File: src/rtl/flash_pe_pkg.sv
`timescale 1ns/1ps
package flash_pe_pkg;

    typedef enum logic [1:0] {
        OP_PROG = 2'd0,
        OP_SECT = 2'd1,
        OP_CHIP = 2'd2,
        OP_CHIP_ALT = 2'd3
    } pe_op_e;

    typedef enum logic [2:0] {
        ST_IDLE,
        ST_CMD,
        ST_POLL_A,
        ST_POLL_B,
        ST_VERIFY,
        ST_FINISH
    } seq_state_e;

    typedef enum logic [2:0] {
        BC_IDLE,
        BC_W_SETUP,
        BC_W_LOW,
        BC_W_HIGH,
        BC_R_TURN,
        BC_R_LOW,
        BC_R_END
    } bc_state_e;

    // One command-table entry: a fixed word, or the caller's address/data
    typedef struct packed {
        logic        use_tgt;
        logic        use_wd;
        logic [15:0] caddr;
        logic [7:0]  cdata;
    } cmd_word_t;

    function automatic logic [2:0] cmd_count(pe_op_e op);
        return (op == OP_PROG) ? 3'd4 : 3'd6;
    endfunction

    function automatic cmd_word_t cmd_entry(pe_op_e op, logic [2:0] idx);
        cmd_word_t w;
        w = '{use_tgt: 1'b0, use_wd: 1'b0, caddr: 16'h5555, cdata: 8'hAA};
        unique case (idx)
            3'd0: ;
            3'd1: begin w.caddr = 16'h2AAA; w.cdata = 8'h55; end
            3'd2: w.cdata = (op == OP_PROG) ? 8'hA0 : 8'h80;
            3'd3: begin
                if (op == OP_PROG) begin
                    w.use_tgt = 1'b1;
                    w.use_wd  = 1'b1;
                end
            end
            3'd4: begin w.caddr = 16'h2AAA; w.cdata = 8'h55; end
            3'd5: begin
                if (op == OP_SECT) begin
                    w.use_tgt = 1'b1;
                    w.cdata   = 8'h30;
                end else begin
                    w.cdata   = 8'h10;
                end
            end
            default: ;
        endcase
        return w;
    endfunction

endpackage

File: src/rtl/flash_bus_cycle.sv
`timescale 1ns/1ps
module flash_bus_cycle
    import flash_pe_pkg::*;
#(
    parameter int AW           = 17,
    parameter int WE_LOW_CLKS  = 2,
    parameter int WE_HIGH_CLKS = 1,
    parameter int READ_CLKS    = 5
) (
    input  logic          clk,
    input  logic          rst_n,
    input  logic          start,
    input  logic          rd,
    input  logic [AW-1:0] addr,
    input  logic [7:0]    wdata,
    output logic          cyc_done,
    output logic [7:0]    rdata,
    output logic [AW-1:0] fl_addr,
    output logic [7:0]    fl_dq_out,
    output logic          fl_dq_oe,
    input  logic [7:0]    fl_dq_in,
    output logic          fl_ce_n,
    output logic          fl_oe_n,
    output logic          fl_we_n
);

    localparam int MAXC = (WE_LOW_CLKS > WE_HIGH_CLKS) ?
                          ((WE_LOW_CLKS > READ_CLKS) ? WE_LOW_CLKS : READ_CLKS) :
                          ((WE_HIGH_CLKS > READ_CLKS) ? WE_HIGH_CLKS : READ_CLKS);
    localparam int CW = $clog2(MAXC + 1);
    localparam logic [CW-1:0] LOW_LAST  = CW'(WE_LOW_CLKS - 1);
    localparam logic [CW-1:0] HIGH_LAST = CW'(WE_HIGH_CLKS - 1);
    localparam logic [CW-1:0] READ_LAST = CW'(READ_CLKS - 1);

    bc_state_e     state, nxt;
    logic [CW-1:0] cnt, cnt_nxt;
    logic [AW-1:0] addr_q;
    logic [7:0]    data_q;
    logic [7:0]    rdata_q;

    always_ff @(posedge clk or negedge rst_n) begin
        if (!rst_n) begin
            state   <= BC_IDLE;
            cnt     <= '0;
            addr_q  <= '0;
            data_q  <= '0;
            rdata_q <= '0;
        end else begin
            state <= nxt;
            cnt   <= cnt_nxt;
            if (state == BC_IDLE && start) begin
                addr_q <= addr;
                data_q <= wdata;
            end
            if (state == BC_R_LOW && cnt == READ_LAST)
                rdata_q <= fl_dq_in;
        end
    end

    always_comb begin
        nxt     = state;
        cnt_nxt = cnt;
        unique case (state)
            BC_IDLE: begin
                cnt_nxt = '0;
                if (start) nxt = rd ? BC_R_TURN : BC_W_SETUP;
            end
            BC_W_SETUP: begin nxt = BC_W_LOW; cnt_nxt = '0; end
            BC_W_LOW: begin
                if (cnt == LOW_LAST) begin nxt = BC_W_HIGH; cnt_nxt = '0; end
                else cnt_nxt = cnt + CW'(1);
            end
            BC_W_HIGH: begin
                if (cnt == HIGH_LAST) nxt = BC_IDLE;
                else cnt_nxt = cnt + CW'(1);
            end
            BC_R_TURN: begin nxt = BC_R_LOW; cnt_nxt = '0; end
            BC_R_LOW: begin
                if (cnt == READ_LAST) nxt = BC_R_END;
                else cnt_nxt = cnt + CW'(1);
            end
            BC_R_END: nxt = BC_IDLE;
            default:  nxt = BC_IDLE;
        endcase
    end

    always_comb begin
        fl_addr   = addr_q;
        fl_dq_out = data_q;
        rdata     = rdata_q;
        fl_ce_n   = !(state inside {BC_W_SETUP, BC_W_LOW, BC_W_HIGH, BC_R_LOW});
        fl_we_n   = (state != BC_W_LOW);
        fl_oe_n   = (state != BC_R_LOW);
        fl_dq_oe  = (state inside {BC_W_SETUP, BC_W_LOW, BC_W_HIGH});
        cyc_done  = ((state == BC_W_HIGH) && (cnt == HIGH_LAST)) || (state == BC_R_END);
    end

endmodule

File: src/rtl/flash_pe_ctrl.sv
`timescale 1ns/1ps
module flash_pe_ctrl
    import flash_pe_pkg::*;
#(
    parameter int AW           = 17,
    parameter int WE_LOW_CLKS  = 2,
    parameter int WE_HIGH_CLKS = 1,
    parameter int READ_CLKS    = 5,
    parameter int MAX_POLLS    = 4096
) (
    input  logic          clk,
    input  logic          rst_n,
    input  logic          req_valid,
    input  logic [1:0]    req_op,
    input  logic [AW-1:0] req_addr,
    input  logic [7:0]    req_data,
    input  logic          poll_toggle,
    output logic          busy,
    output logic          done,
    output logic          verify_fail,
    output logic          timeout,
    output logic [AW-1:0] fl_addr,
    output logic [7:0]    fl_dq_out,
    output logic          fl_dq_oe,
    input  logic [7:0]    fl_dq_in,
    output logic          fl_ce_n,
    output logic          fl_oe_n,
    output logic          fl_we_n
);

    localparam int PW = $clog2(MAX_POLLS + 1);
    localparam logic [PW-1:0] POLL_LAST = PW'(MAX_POLLS - 1);

    seq_state_e    state, nxt;
    pe_op_e        op_q;
    logic [AW-1:0] addr_q;
    logic [7:0]    data_q;
    logic          mode_q;
    logic [2:0]    idx_q;
    logic          pend_q;
    logic [PW-1:0] poll_q;
    logic          bit6_q;
    logic          vfail_q, tout_q;

    logic          cyc_start, cyc_rd, cyc_done;
    logic [AW-1:0] cyc_addr;
    logic [7:0]    cyc_wdata, cyc_rdata;
    logic [7:0]    exp_byte;
    cmd_word_t     cw;
    logic          last_poll;

    assign exp_byte  = (op_q == OP_PROG) ? data_q : 8'hFF;
    assign cw        = cmd_entry(op_q, idx_q);
    assign last_poll = (poll_q == POLL_LAST);

    flash_bus_cycle #(
        .AW(AW), .WE_LOW_CLKS(WE_LOW_CLKS),
        .WE_HIGH_CLKS(WE_HIGH_CLKS), .READ_CLKS(READ_CLKS)
    ) u_cyc (
        .clk(clk), .rst_n(rst_n),
        .start(cyc_start), .rd(cyc_rd), .addr(cyc_addr), .wdata(cyc_wdata),
        .cyc_done(cyc_done), .rdata(cyc_rdata),
        .fl_addr(fl_addr), .fl_dq_out(fl_dq_out), .fl_dq_oe(fl_dq_oe),
        .fl_dq_in(fl_dq_in), .fl_ce_n(fl_ce_n), .fl_oe_n(fl_oe_n), .fl_we_n(fl_we_n)
    );

    always_comb begin
        nxt = state;
        unique case (state)
            ST_IDLE: if (req_valid) nxt = ST_CMD;
            ST_CMD: if (cyc_done && idx_q == cmd_count(op_q) - 3'd1) nxt = ST_POLL_A;
            ST_POLL_A: begin
                if (cyc_done) begin
                    if (mode_q)                              nxt = ST_POLL_B;
                    else if (cyc_rdata[7] == exp_byte[7])    nxt = ST_VERIFY;
                    else if (last_poll)                      nxt = ST_FINISH;
                end
            end
            ST_POLL_B: begin
                if (cyc_done) begin
                    if (cyc_rdata[6] == bit6_q) nxt = ST_VERIFY;
                    else if (last_poll)         nxt = ST_FINISH;
                    else                        nxt = ST_POLL_A;
                end
            end
            ST_VERIFY: if (cyc_done) nxt = ST_FINISH;
            ST_FINISH: nxt = ST_IDLE;
            default:   nxt = ST_IDLE;
        endcase
    end

    always_ff @(posedge clk or negedge rst_n) begin
        if (!rst_n) begin
            state   <= ST_IDLE;
            op_q    <= OP_PROG;
            addr_q  <= '0;
            data_q  <= '0;
            mode_q  <= 1'b0;
            idx_q   <= '0;
            pend_q  <= 1'b0;
            poll_q  <= '0;
            bit6_q  <= 1'b0;
            vfail_q <= 1'b0;
            tout_q  <= 1'b0;
        end else begin
            state <= nxt;
            if (cyc_start)     pend_q <= 1'b1;
            else if (cyc_done) pend_q <= 1'b0;
            unique case (state)
                ST_IDLE: if (req_valid) begin
                    op_q    <= pe_op_e'(req_op);
                    addr_q  <= req_addr;
                    data_q  <= req_data;
                    mode_q  <= poll_toggle;
                    idx_q   <= '0;
                    poll_q  <= '0;
                    vfail_q <= 1'b0;
                    tout_q  <= 1'b0;
                end
                ST_CMD: if (cyc_done) idx_q <= idx_q + 3'd1;
                ST_POLL_A: if (cyc_done) begin
                    bit6_q <= cyc_rdata[6];
                    if (!mode_q && cyc_rdata[7] != exp_byte[7]) begin
                        if (last_poll) tout_q <= 1'b1;
                        else           poll_q <= poll_q + PW'(1);
                    end
                end
                ST_POLL_B: if (cyc_done && cyc_rdata[6] != bit6_q) begin
                    if (last_poll) tout_q <= 1'b1;
                    else           poll_q <= poll_q + PW'(1);
                end
                ST_VERIFY: if (cyc_done) vfail_q <= (cyc_rdata != exp_byte);
                default: ;
            endcase
        end
    end

    always_comb begin
        cyc_start   = (state inside {ST_CMD, ST_POLL_A, ST_POLL_B, ST_VERIFY}) && !pend_q;
        cyc_rd      = (state != ST_CMD);
        cyc_addr    = (state != ST_CMD || cw.use_tgt) ? addr_q : AW'(cw.caddr);
        cyc_wdata   = cw.use_wd ? data_q : cw.cdata;
        busy        = (state != ST_IDLE);
        done        = (state == ST_FINISH);
        verify_fail = vfail_q;
        timeout     = tout_q;
    end

endmodule

File: config.mk
export PLATFORM = sky130hd
export DESIGN_NAME = flash_pe_ctrl
export DESIGN_NICKNAME = d
export VERILOG_FILES = /design/src/rtl/flash_pe_pkg.sv /design/src/rtl/flash_bus_cycle.sv /design/src/rtl/flash_pe_ctrl.sv
export SDC_FILE = /design/constraint.sdc
export NUM_CORES = 1
export LEC_CHECK = 0
export BUFFER_PORTS_ARGS = -buffer_cell sky130_fd_sc_hd__buf_2
export CORE_MARGIN = 2
export CORE_UTILIZATION = 25
export CTS_CLUSTER_DIAMETER = 50
export DETAILED_ROUTE_END_ITERATION = 7
export MAX_ROUTING_LAYER = met4
export SYNTH_ARGS = -nofsm -noshare
export SYNTH_HDL_FRONTEND = slang
export SYNTH_SLANG_ARGS = --single-unit
File: constraint.sdc
create_clock -name clk -period 4.2 [get_ports clk]
set_clock_uncertainty 0.2 [all_clocks]
set_input_delay 0.84 -clock clk [delete_from_list [all_inputs] [get_ports clk]]
set_output_delay 0.84 -clock clk [all_outputs]
set_load 0.1 [all_outputs]
## Yosys cells after proc, flatten, opt, wreduce, memory -nomap -nowiden

Index checks and enable logic that the tools add are counted.

| operators by class | value |
|---|---|
| mux-type cells | 52 |
| $add $sub $neg | 4 |
| reductions and logical operators | 35 |
| eq/ne operators | 44 |

Operators with widths:

| operator | count |
|---|---|
| $mux W13 | 5 |
| $mux W3 | 20 |
| $pmux W13 S3 | 1 |
| $eq A3 B3 Y1 const B | 8 |
| $pmux W8 S3 | 1 |
| $ne A2 B2 Y1 const B | 10 |
| $eq A3 B2 Y1 const B | 6 |
| $pmux W3 S6 | 1 |
| $mux W17 | 1 |
| $mux W8 | 2 |
| $mux W15 | 1 |
| $pmux W3 S5 | 1 |
| $add A13 B1 Y13 const B | 1 |
| $eq A13 B12 Y1 const B | 1 |
| $eq A3 B1 Y1 const B | 4 |
| $mux W6 | 2 |
| $pmux W3 S4 | 1 |
| $reduce_bool A4 Y1 | 3 |
| $mux W1 | 10 |
| $logic_not A3 Y1 | 3 |
| $reduce_and A3 Y1 | 3 |
| $reduce_bool A3 Y1 | 3 |
| $ne A2 B1 Y1 const B | 4 |
| $ne A8 B8 Y1 | 1 |
| other kinds (25) | 42 |

| word-level totals | value |
|---|---|
| output and inout port bits | 33 |
| word-level logic and storage cells | 151 |
| flip-flop bits (word level) | 90 |
| input port bits | 39 |

## Logic depth before layout (Yosys ltp)

| logic depth | value |
|---|---|
| depth in word-level cells | 7 |
| mapped depth | 9 |
| gate-level depth less buffers | 8 |

## Hierarchy

Synthesis repeated with hierarchy kept, for this count alone.

| second synthesis, totals | value |
|---|---|
| cells, all modules | 489 |
| area, all modules | 4,659.5 sq um |

Modules (own cells, without submodules):

| module | cells an instance | seq. area each (sq um) | times used | area each (sq um) |
|---|---|---|---|---|
| flash_pe_ctrl | 358 | 1,276.2 | 1 | 2,912.8 |
| flash_bus_cycle | 131 | 975.9 | 1 | 1,746.7 |

## Worst setup path after synthesis

No wires, ideal clock.

| path | value |
|---|---|
| path kind | register -> output |
| from | register u_cyc.state[1] |
| to | output port fl_ce_n |
| setup slack | 1.013 ns |
| stages on the path, launching flop included | 4 |
| buffers on the path | 1 |
| arrival | 2.147 ns |
| data required time | 3.160 ns |
| cell sequence | dfrtp_1 buf_2 nor2b_1 a21oi_1 |

| on the way | value |
|---|---|
| word-level cells in the longest chain between the ends | 3 |
| elaborated cells between the ends (all ways) | 6 |
| classes of those cells | eq/ne (4); reduce/logical (2) |

Ends and longest elaborated chain:

| what | RTL line | source |
|---|---|---|
| start, declared | flash_bus_cycle.sv:35 | `bc_state_e state, nxt;` |
| start signal, assigned | flash_bus_cycle.sv:49 | `state <= nxt;` |
| $eq A3 B1 Y1 (tied with other cells) | flash_bus_cycle.sv:91 | `fl_ce_n = !(state inside {BC_W_SETUP, BC_W_LOW, BC_W_HIGH, BC_R_LOW});` |
| $reduce_bool A4 Y1 (*) | flash_bus_cycle.sv:91 |  |
| $logic_not A1 Y1 (*) | flash_bus_cycle.sv:91 |  |
| end, declared | flash_pe_ctrl.sv:26 | `output logic fl_ce_n,` |

Every way passes the cells marked *; elsewhere a longest branch is shown, timed or not.

## Worst setup path after layout

Same ends and word-level chain as after synthesis.

==> impl_metrics.toml <==
[run_status]
outcome = "finished, final reports clean"

[cts]
cts-root-buf = "clkbuf_16"
cts_buffers = 9
cts_buffer_depth = 2
cts_tree = "yes"
cts.reportedPaths.clkPinSlew_ns = 0.06
cts-hold-fix-buffers = 0
clk_latency_ns = 0.34
cts-resized-gates = 0
clock-sinks = 90
htreeDepth = 3
postCtsSetupBuffers = 0

[critical_path]
crit_type = "register to output port"
worstPathCellList = "inv_1 -> a21oi_1 -> buf_2"
worstPathArrival_ns = 1.70
r2r-start = "u_cyc.cnt[0]"
worstReg2RegEnd = "poll_q[0]"
slowest_stage = "dfrtp_1"
reg2regPathDepth = 7
critPathMaxStageDelay_ns = 0.53
start_kind = "register"
cp-endpoint = "fl_ce_n"
cp-end-kind = "output port"
crit_path_start = "u_cyc.state[1]"
r2r_setup_slack_ns = 1.62
path_max_fanout = 11
crit_required_ns = 3.16

[logic_synthesis]
synth-seq-cells = 90
synth-edff-count = 0
synth_cells = 508
ys_types = 54
yosys_warnings = 0
synthTopCellsByArea = "dfrtp_1 50%, nand2_1 10%, o21ai_0 4.7%"
synth_most_common_cell = "nand2_1"
synthFlopType = "dfrtp_1"
yosysSeqAreaShare_pct = 50.4
synth_top_cell_by_area = "dfrtp_1"
synthArstFlopShare_pct = 100
syn-num-nets = 556
netlist_top_cells_count = "124 x nand2_1, 90 x dfrtp_1, 47 x nor2_1, 42 x o21ai_0, 30 x a21oi_1"
syn_area_per_cell_um2 = 8.80
synth_top_area_share_pct = 50.4
synth_area_um2 = 4470

[cells_and_area]
n_antenna_cell = 0
drive_above_1_share_pct = 19.5
fin_nets = 617
syn_to_final_growth_pct = 19.4
utilization_pct = 30.7

[die]
die-area_um2 = 19000
die_height_um = 138
std_cell_rows = 48
die_w_um = 138
start_util_pct = 25.7
num_io_pins = 72
core_um2 = 17400

[timing]
min_period_over_period_pct = 65.2
min_period_ns = 2.74
relSlewSlack_pct = 24.6
setup_violations = 0
setup-tns-final_ns = 0
holdWs_ns = 0.230
max_freq_mhz = 365
tightest_slew_ns = 1.13
drv_slew = 0
final_hold_viol_count = 0
fin_ws_ns = 1.46
rsz0062_at_grt = "no"

[drt]
avgRoutedWirePerCell_um = 13.7
drt_wl_total_mm = 10.9
vias = 3685
route.detailed.drc = 0
routed_via_density = 4.61
ant_nets = 0
drt_pre_antenna_iters = 4
drt_iter0_markers = 215

[grt]
grt_pass1_wl_mm = 17.4
grt-ovfl-total = 0
grt_pass1_vias = 3379
grt_use_total_pct = 12.1
antenna_found_initial = 0
grt_max_degree = 40

[flow_run]
max_cap_violations = 0

[placement]
dp_slack_ns = 1.58
portBuffers = 71
place_congestion = 0.860
dp_hpwl_mm = 8.11

[hold_path]
min_path_type = "input port to asynchronous set/reset pin"
## how the worst min path moves through the flow
| stage | to | slack, ns | cells after the start |
|---|---|---|---|
| finish | u_cyc.rdata[5] | 0.23 | 1 |
| global route | u_cyc.rdata[5] | 0.26 | 1 |
| CTS | u_cyc.rdata[5] | 0.25 | 1 |
| detailed placement | addr_q[5] | 0.26 | 2 |
| floorplan | addr_q[11] | 0.24 | 2 |
| global placement | addr_q[9] | 0.25 | 2 |
## cell families (layout without fill, tap and decap cells)
kind of cell / after synthesis / count (layout) / share of synthesized area, %
AND/OR/NAND/NOR: 232 / 232 / 23.5
AO/OA/AOI/OAI: 126 / 126 / 16.8
flip-flops: 90 / 90 / 50.4
buffers and inverters: 36 / 102 / 3.27
multiplexers: 10 / 10 / 2.60
adder cells (fa/ha/maj): 9 / 9 / 2.52
XOR/XNOR: 5 / 5 / 0.980
## critical path, delay by kind of cell (launching register included)
family	cells	cell delay [ns]
AOI/OAI and AO/OA	1	0.21
DFF	1	0.53
buffers and inverters	2	0.63
## cell usage in the layout, fill, tap and decap left out, drive strengths merged, types with 3 or more instances in the layout
cell type | synthesis | routed
nor2 | 49 | 49
and2 | 4 | 4
o21ai | 51 | 51
o31a | 3 | 3
nand2b | 3 | 3
nand3 | 13 | 13
a22o | 4 | 4
nor3 | 6 | 6
or2 | 4 | 4
buf | 7 | 74
ha | 9 | 9
a21o | 4 | 4
nand2 | 124 | 124
and3 | 6 | 6
nor4 | 5 | 5
nand4 | 4 | 4
nor2b | 4 | 4
inv | 12 | 13
mux2 | 10 | 10
a31oi | 16 | 16
clkbuf | 17 | 9
xor2 | 4 | 4
clkinv | 0 | 4
or3 | 3 | 3
dfrtp | 90 | 90
a21oi | 31 | 31
o22ai | 3 | 3
## layout make-up
type / instances / area (um^2)
Tap cell: 225 / 282
Clock inverter: 7 / 77.6
Clock buffer: 9 / 225
Sequential cell: 90 / 2250
Fill cell: 1860 / 12100
Multi-Input combinational cell: 382 / 2080
Inverter: 12 / 45.0
Timing Repair Buffer: 74 / 380
## state kept, by name (all words and copies together), names as in the netlist, 2 cells and up
register         count
u_cyc.fl_addr       17
data_q               8
u_cyc.rdata          8
state                3
op_q                 2
addr_q              17
poll_q              13
idx_q                3
u_cyc.state          3
u_cyc.fl_dq_out      8
u_cyc.cnt            3
## stage by stage
step	area [um^2]	std cells
after detailed placement	5040	783
after global routing	5340	799
final	5340	799
after floorplan	4470	508
after CTS	5340	799
after global placement	5040	783
## layer usage
metal	vias to the layer above	part of all wire, %	global-route usage [%]
met3	14	2.9	2.02
met5	-	0	-
met4	0	1.8	4.25
met1	1729	51	17.0
met2	62	45	17.8
li1	1880	-	-
Power is not shown: default switching activity piles up to over one toggle a cycle in this logic, so the estimate is an artifact.
